===== src/rtl/sb_pkg.sv =====
package sb_pkg;
    typedef enum logic [1:0] {
        SB_EMPTY = 2'd0,
        SB_PART  = 2'd1,
        SB_FULL  = 2'd2
    } sb_state_e;
endpackage


===== src/rtl/sb_ctrl.sv =====
module sb_ctrl
    import sb_pkg::*;
#(
    parameter int DEPTH = 4,
    localparam int CNT_W = $clog2(DEPTH + 1)
) (
    input  logic             clk,
    input  logic             rst_n,
    input  logic             st_valid,
    input  logic             mem_ready,
    output logic             push,
    output logic             pop,
    output logic             stall,
    output logic             empty,
    output logic             full,
    output logic [CNT_W-1:0] count
);
    sb_state_e state_q, state_n;
    logic [CNT_W-1:0] count_q;

    // state register
    always_ff @(posedge clk) begin
        if (!rst_n) begin
            state_q <= SB_EMPTY;
            count_q <= '0;
        end else begin
            state_q <= state_n;
            if (push && !pop)      count_q <= count_q + 1'b1;
            else if (pop && !push) count_q <= count_q - 1'b1;
        end
    end

    // transitions
    always_comb begin
        state_n = state_q;
        unique case (state_q)
            SB_EMPTY: if (push) state_n = SB_PART;                    // FILL_FIRST
            SB_PART: begin
                if (push && !pop && count_q == CNT_W'(DEPTH - 1))
                    state_n = SB_FULL;                                // FILL_LAST
                else if (pop && !push && count_q == CNT_W'(1))
                    state_n = SB_EMPTY;                               // DRAIN_LAST
            end
            SB_FULL: if (pop && !push) state_n = SB_PART;             // DRAIN_FIRST
            default: state_n = SB_EMPTY;
        endcase
    end

    // outputs
    always_comb begin
        empty = (state_q == SB_EMPTY);
        full  = (state_q == SB_FULL);
        pop   = !empty && mem_ready;
        push  = st_valid && (!full || pop);
        stall = st_valid && full && !pop;
        count = count_q;
    end

    a_r8_count_range: assert property (@(posedge clk) disable iff (!rst_n)
        count_q <= CNT_W'(DEPTH));
    a_r8_empty_zero: assert property (@(posedge clk) disable iff (!rst_n)
        (state_q == SB_EMPTY) == (count_q == '0));
    a_r3_stall_only_full: assert property (@(posedge clk) disable iff (!rst_n)
        stall |-> (count_q == CNT_W'(DEPTH)) && !mem_ready);
    a_r2_free_accepts: assert property (@(posedge clk) disable iff (!rst_n)
        (st_valid && count_q < CNT_W'(DEPTH)) |-> !stall);
    a_r4_swap_stays_full: assert property (@(posedge clk) disable iff (!rst_n)
        (st_valid && full && mem_ready) |=> (count_q == CNT_W'(DEPTH)));
endmodule


===== src/rtl/sb_storage.sv =====
module sb_storage #(
    parameter int ADDR_W = 32,
    parameter int DATA_W = 32,
    parameter int DEPTH  = 4,
    localparam int PTR_W = $clog2(DEPTH)
) (
    input  logic                          clk,
    input  logic                          rst_n,
    input  logic                          push,
    input  logic                          pop,
    input  logic [ADDR_W-1:0]             in_addr,
    input  logic [DATA_W-1:0]             in_data,
    output logic [ADDR_W-1:0]             head_addr,
    output logic [DATA_W-1:0]             head_data,
    output logic [PTR_W-1:0]              rd_ptr,
    output logic [DEPTH-1:0][ADDR_W-1:0]  slot_addr,
    output logic [DEPTH-1:0][DATA_W-1:0]  slot_data
);
    logic [PTR_W-1:0] wr_q, rd_q;

    always_ff @(posedge clk) begin
        if (!rst_n) begin
            wr_q <= '0;
            rd_q <= '0;
        end else begin
            if (push) wr_q <= wr_q + 1'b1;   // wraps modulo DEPTH
            if (pop)  rd_q <= rd_q + 1'b1;
        end
    end

    for (genvar s = 0; s < DEPTH; s++) begin : g_slot
        always_ff @(posedge clk) begin
            if (!rst_n) begin
                slot_addr[s] <= '0;
                slot_data[s] <= '0;
            end else if (push && wr_q == PTR_W'(s)) begin
                slot_addr[s] <= in_addr;
                slot_data[s] <= in_data;
            end
        end
    end

    assign rd_ptr    = rd_q;
    assign head_addr = slot_addr[rd_q];
    assign head_data = slot_data[rd_q];
endmodule


===== src/rtl/sb_lookup.sv =====
module sb_lookup #(
    parameter int ADDR_W = 32,
    parameter int DATA_W = 32,
    parameter int DEPTH  = 4,
    localparam int PTR_W = $clog2(DEPTH),
    localparam int CNT_W = $clog2(DEPTH + 1)
) (
    input  logic                          clk,
    input  logic                          rst_n,
    input  logic [ADDR_W-1:0]             q_addr,
    input  logic [PTR_W-1:0]              rd_ptr,
    input  logic [CNT_W-1:0]              count,
    input  logic [DEPTH-1:0][ADDR_W-1:0]  slot_addr,
    input  logic [DEPTH-1:0][DATA_W-1:0]  slot_data,
    output logic                          hit,
    output logic [DATA_W-1:0]             data
);
    // walk oldest to newest; a later match overrides an earlier one
    always_comb begin
        logic [PTR_W-1:0] idx;
        hit  = 1'b0;
        data = '0;
        for (int k = 0; k < DEPTH; k++) begin
            idx = rd_ptr + PTR_W'(k);
            if (CNT_W'(k) < count && slot_addr[idx] == q_addr) begin
                hit  = 1'b1;
                data = slot_data[idx];
            end
        end
    end

    a_r7_no_hit_when_empty: assert property (@(posedge clk) disable iff (!rst_n)
        (count == '0) |-> !hit);
endmodule


===== src/rtl/wt_store_buffer.sv =====
module wt_store_buffer #(
    parameter int ADDR_W = 32,
    parameter int DATA_W = 32,
    parameter int DEPTH  = 4,
    localparam int PTR_W = $clog2(DEPTH),
    localparam int CNT_W = $clog2(DEPTH + 1)
) (
    input  logic              clk,
    input  logic              rst_n,
    input  logic              st_valid,
    input  logic [ADDR_W-1:0] st_addr,
    input  logic [DATA_W-1:0] st_data,
    output logic              st_stall,
    input  logic [ADDR_W-1:0] lk_addr,
    output logic              lk_hit,
    output logic [DATA_W-1:0] lk_data,
    output logic              mem_wr_valid,
    output logic [ADDR_W-1:0] mem_wr_addr,
    output logic [DATA_W-1:0] mem_wr_data,
    input  logic              mem_wr_ready,
    output logic              sb_empty,
    output logic [CNT_W-1:0]  sb_count
);
    logic push, pop, full;
    logic [PTR_W-1:0] rd_ptr;
    logic [DEPTH-1:0][ADDR_W-1:0] slot_addr;
    logic [DEPTH-1:0][DATA_W-1:0] slot_data;

    sb_ctrl #(.DEPTH(DEPTH)) u_ctrl (
        .clk(clk), .rst_n(rst_n), .st_valid(st_valid), .mem_ready(mem_wr_ready),
        .push(push), .pop(pop), .stall(st_stall), .empty(sb_empty),
        .full(full), .count(sb_count)
    );

    sb_storage #(.ADDR_W(ADDR_W), .DATA_W(DATA_W), .DEPTH(DEPTH)) u_store (
        .clk(clk), .rst_n(rst_n), .push(push), .pop(pop),
        .in_addr(st_addr), .in_data(st_data),
        .head_addr(mem_wr_addr), .head_data(mem_wr_data), .rd_ptr(rd_ptr),
        .slot_addr(slot_addr), .slot_data(slot_data)
    );

    sb_lookup #(.ADDR_W(ADDR_W), .DATA_W(DATA_W), .DEPTH(DEPTH)) u_lookup (
        .clk(clk), .rst_n(rst_n), .q_addr(lk_addr), .rd_ptr(rd_ptr),
        .count(sb_count), .slot_addr(slot_addr), .slot_data(slot_data),
        .hit(lk_hit), .data(lk_data)
    );

    assign mem_wr_valid = !sb_empty;

    a_r5_hold_offer: assert property (@(posedge clk) disable iff (!rst_n)
        (mem_wr_valid && !mem_wr_ready) |=>
            (mem_wr_valid && $stable(mem_wr_addr) && $stable(mem_wr_data)));
    a_r3_full_no_write: assert property (@(posedge clk) disable iff (!rst_n)
        (st_stall && full) |=> $stable(sb_count));
endmodule


===== config.mk =====
export PLATFORM = sky130hd
export DESIGN_NAME = wt_store_buffer
export DESIGN_NICKNAME = d
export VERILOG_FILES = /design/src/rtl/sb_pkg.sv /design/src/rtl/sb_ctrl.sv /design/src/rtl/sb_storage.sv /design/src/rtl/sb_lookup.sv /design/src/rtl/wt_store_buffer.sv
export SDC_FILE = /design/constraint.sdc
export NUM_CORES = 1
export LEC_CHECK = 0
export ABC_AREA = 1
export ABC_CLOCK_PERIOD_IN_PS = 6550
export BUFFER_PORTS_ARGS = -buffer_cell sky130_fd_sc_hd__buf_2
export CAP_MARGIN = 10
export CORE_ASPECT_RATIO = 0.8
export CORE_MARGIN = 1.5
export CORE_UTILIZATION = 30
export DETAILED_ROUTE_END_ITERATION = 10
export HOLD_SLACK_MARGIN = 0.02
export SLEW_MARGIN = 20
export SYNTH_ARGS = -nofsm -noshare
export SYNTH_HDL_FRONTEND = slang
export SYNTH_SLANG_ARGS = --single-unit

===== constraint.sdc =====
create_clock -name clk -period 6.55 [get_ports clk]
set_clock_uncertainty 0.05 [all_clocks]
set_input_delay 0.655 -clock clk [delete_from_list [all_inputs] [get_ports clk]]
set_output_delay 0.655 -clock clk [all_outputs]
set_load 0.01 [all_outputs]

==> key figures <==
Final layout
  – Most common cell after layout, fill and taps aside: nand2_1
  – Fill count: 6906
  – Final #Nets: 3387
  – Most frequent cells in the layout: 1117 x nand2_1, 469 x o21ai_0, 299 x a21oi_1
  – Area of the multi-input gates: 11100 µm²
  – Post-layout util: 0.344
  – Fraction of layout instances using a drive strength above 1: 0.0937
  – Synth-to-Final Area Change: 13.5%
  – Sequential Area: 5310 µm²

Die
  – Die Wd: 281 µm
  – Row count: 81
  – CORE AREA: 61000 µm²
  – IO Count: 203
  – Die area: 63200 µm²
  – Initial Util: 0.303
  – Die Span Y: 225 µm

Setup path
  – Highest cell delay on the worst timing path: 0.64 ns
  – CP dominant cell by count: nand2_1
  – Worst EP arrival: 4.90 ns
  – CP max FO: 67
  – Worst Setup Start Kind: flop
  – Slowest cell on crit path: dfxtp_4
  – Required time of the critical path: 5.84 ns
  – Worst setup EP type: primary output
  – CP cell instances: buf_4 > nand2_1 > nand2_2 > buf_4 > nand3_1 > o21ai_1 > o21ai_1 > nor2_1 > nand2_1 > nor2_1 > nand3_1 > nor2_4 > buf_12 > o211ai_1 > nand2_1 > buf_2
  – WS Path Type: reg2out

Clock network
  – Deepest clock path buffer count: 3
  – CTS Sinks: 265
  – Clock buffer count from CTS: 35
  – CTS tree: built
  – Clk_lat worst skew: 0.54 ns
  – Hold buffer count at CTS: 0
  – Post-CTS Resized: 0
  – Root Buffer: clkbuf_16
  – Clock-pin transition on the worst setup and hold timing paths: 0.06 ns
  – Postcts setup bufs: 0
  – Number of H-tree levels: 2

STA
  – Slew Limit Headroom: 0.246
  – Period minus WS final: 5.60 ns
  – Max Slew Vio Count: 0
  – Max Fclk: 0.179 GHz
  – WHS: 0.357 ns
  – Setup TNS: 0 ns
  – Final WS setup: 0.950 ns
  – Final cycle utilization of the critical path: 0.855
  – RSZ-0062 raised after global routing: false
  – Final setup viols: 0
  – Slew @ Worst Pin: 1.13 ns
  – Final Hold Fails: 0

GRT
  – Initial antenna violation count: 12
  – First-pass GRT wire length: 109 mm
  – Largest net degree at the start of global routing: 123
  – Grt ovf: 0
  – GRT Total Usage: 0.224
  – Vias in the first global route: 18200

Detailed routing
  – DRC Markers: 0
  – WL per Instance: 17.5 µm
  – 1st-iter DRT viols: 2153
  – Via Count: 20900
  – DR pass1 iterations: 6
  – Routed Antenna Nets: 0
  – Avg Vias per Cell: 5.05
  – WL final: 72.5 mm

Power and ir drop
  – Pwr Density: 228 nW/µm²
  – Lkg Pwr: 0.00880 µW
  – Worst VDD drop: 0.000144 V

Place
  – Detailed Place HPWL: 49.3 mm
  – Post-Place Setup Slack: 1.58 ns
  – Gpl congestion: 0.976
  – Number of port buffers: 202

Flow run
  – Maxcap violations: 0

Synthesis
  – Register area share after synthesis: 0.287
  – Mapped Nets: 3353
  – Synthesis Warnings: 0
  – Synth Register Bits: 265
  – Mean Syn Cell Area: 5.70 µm²
  – Netlist cell types: 30
  – Mapped cell area: 18500 µm²
  – Gate Count Post-Synth: 3246

Status
  – Outcome: finished clean

Hold path
  – Hold Crit Class: in2reg
[final cells by class]
cell class,count,share of cell area
multi-input combinational,2462,0.531
timing repair buffer,232,0.0602
antenna,5,0.000596
clock buffer,55,0.0510
tap,830,0.0494
sequential,265,0.253
clock inverter,9,0.00441
inverter,284,0.0510
[synthesized netlist by cell type, drive strengths merged]
master / number / area [µm²]
nand3: 281 / 1420
and2: 2 / 12.5
nor4: 1 / 6.26
a31oi: 2 / 12.5
or2: 1 / 6.26
o21ai: 520 / 2610
a21oi: 299 / 1500
dfxtp: 265 / 5310
o21a: 1 / 7.51
o221ai: 1 / 8.76
inv: 284 / 1070
nor2: 113 / 437
nand2: 1123 / 4220
clkbuf: 127 / 477
buf: 108 / 562
nand4: 4 / 25.0
nand3b: 2 / 15.0
a22o: 1 / 8.76
ha: 7 / 87.6
o211ai: 45 / 338
nor3: 33 / 165
xor2: 26 / 228
[routing by layer]
metal | global-route usage | vias to the layer above | share of wire
li1 | - | 10600 | -
met5 | 0 | - | 0.00094
met3 | 0.0588 | 128 | 0.090
met1 | 0.321 | 9390 | 0.47
met4 | 0.0717 | 10 | 0.028
met2 | 0.321 | 784 | 0.41
[power breakdown]
part / internal (µW) / total [µW] / switching [µW]
registers: 1700 / 1760 / 61.6
logic: 300 / 1080 / 780
clock network: 1170 / 1960 / 791
total: 3170 / 4800 / 1630
[path summary, 6_finish.rpt]
check                   startpoint                endpoint  slack [ns]  cells past startpoint
max              u_store.rd_ptr[0]             lk_data[30]        0.95                     16
min                     st_data[0]    u_store.slot_data[0]        0.36                      3
max reg2reg      u_ctrl.state_q[1]  u_store.slot_data[112]        3.09                      9
min reg2reg  u_store.slot_data[72]   u_store.slot_data[72]        0.41                      2
[critical path: cells and delay by family, from the launching register on]
kind | cells | cell delay [ns]
buffers and inverters | 4 | 1.43
AND/OR/NAND/NOR | 9 | 1.85
flip-flops | 1 | 0.64
AO/OA/AOI/OAI | 3 | 0.33
[kinds of logic (layout without fill, tap and decap cells)]
logic type                 count (synthesis)  after routing  share of synthesized area
and+or+nand+nor                         1560           1560                      0.340
AOI/OAI and AO/OA                        869            869                      0.242
buffers and inverters                    519            580                      0.114
DFF                                      265            265                      0.287
xor gates and xnor gates                  26             26                     0.0123
adders and majority gates                  7              7                    0.00473
other                                      0              5                          0
[per-stage QoR]
| stage | instance area [µm²] | std cells | total power (µW) |
|---|---|---|---|
| CTS | 21000 | 4137 | 4830 |
| floorplan | 18500 | 3246 | 2480 |
| global placement | 19800 | 4073 | 2850 |
| finish | 21000 | 4142 | 4800 |
| detailed placement | 19800 | 4073 | 2850 |
| global route | 21000 | 4140 | 5040 |
[sequential cells by signal, indices dropped and copies added (netlist names)]
register,flops
u_store.rd_ptr,2
u_store.wr_q,2
u_store.slot_addr,128
u_ctrl.state_q,2
u_ctrl.count,3
u_store.slot_data,128
No activity file was read; power rests on OpenSTA's default activity.
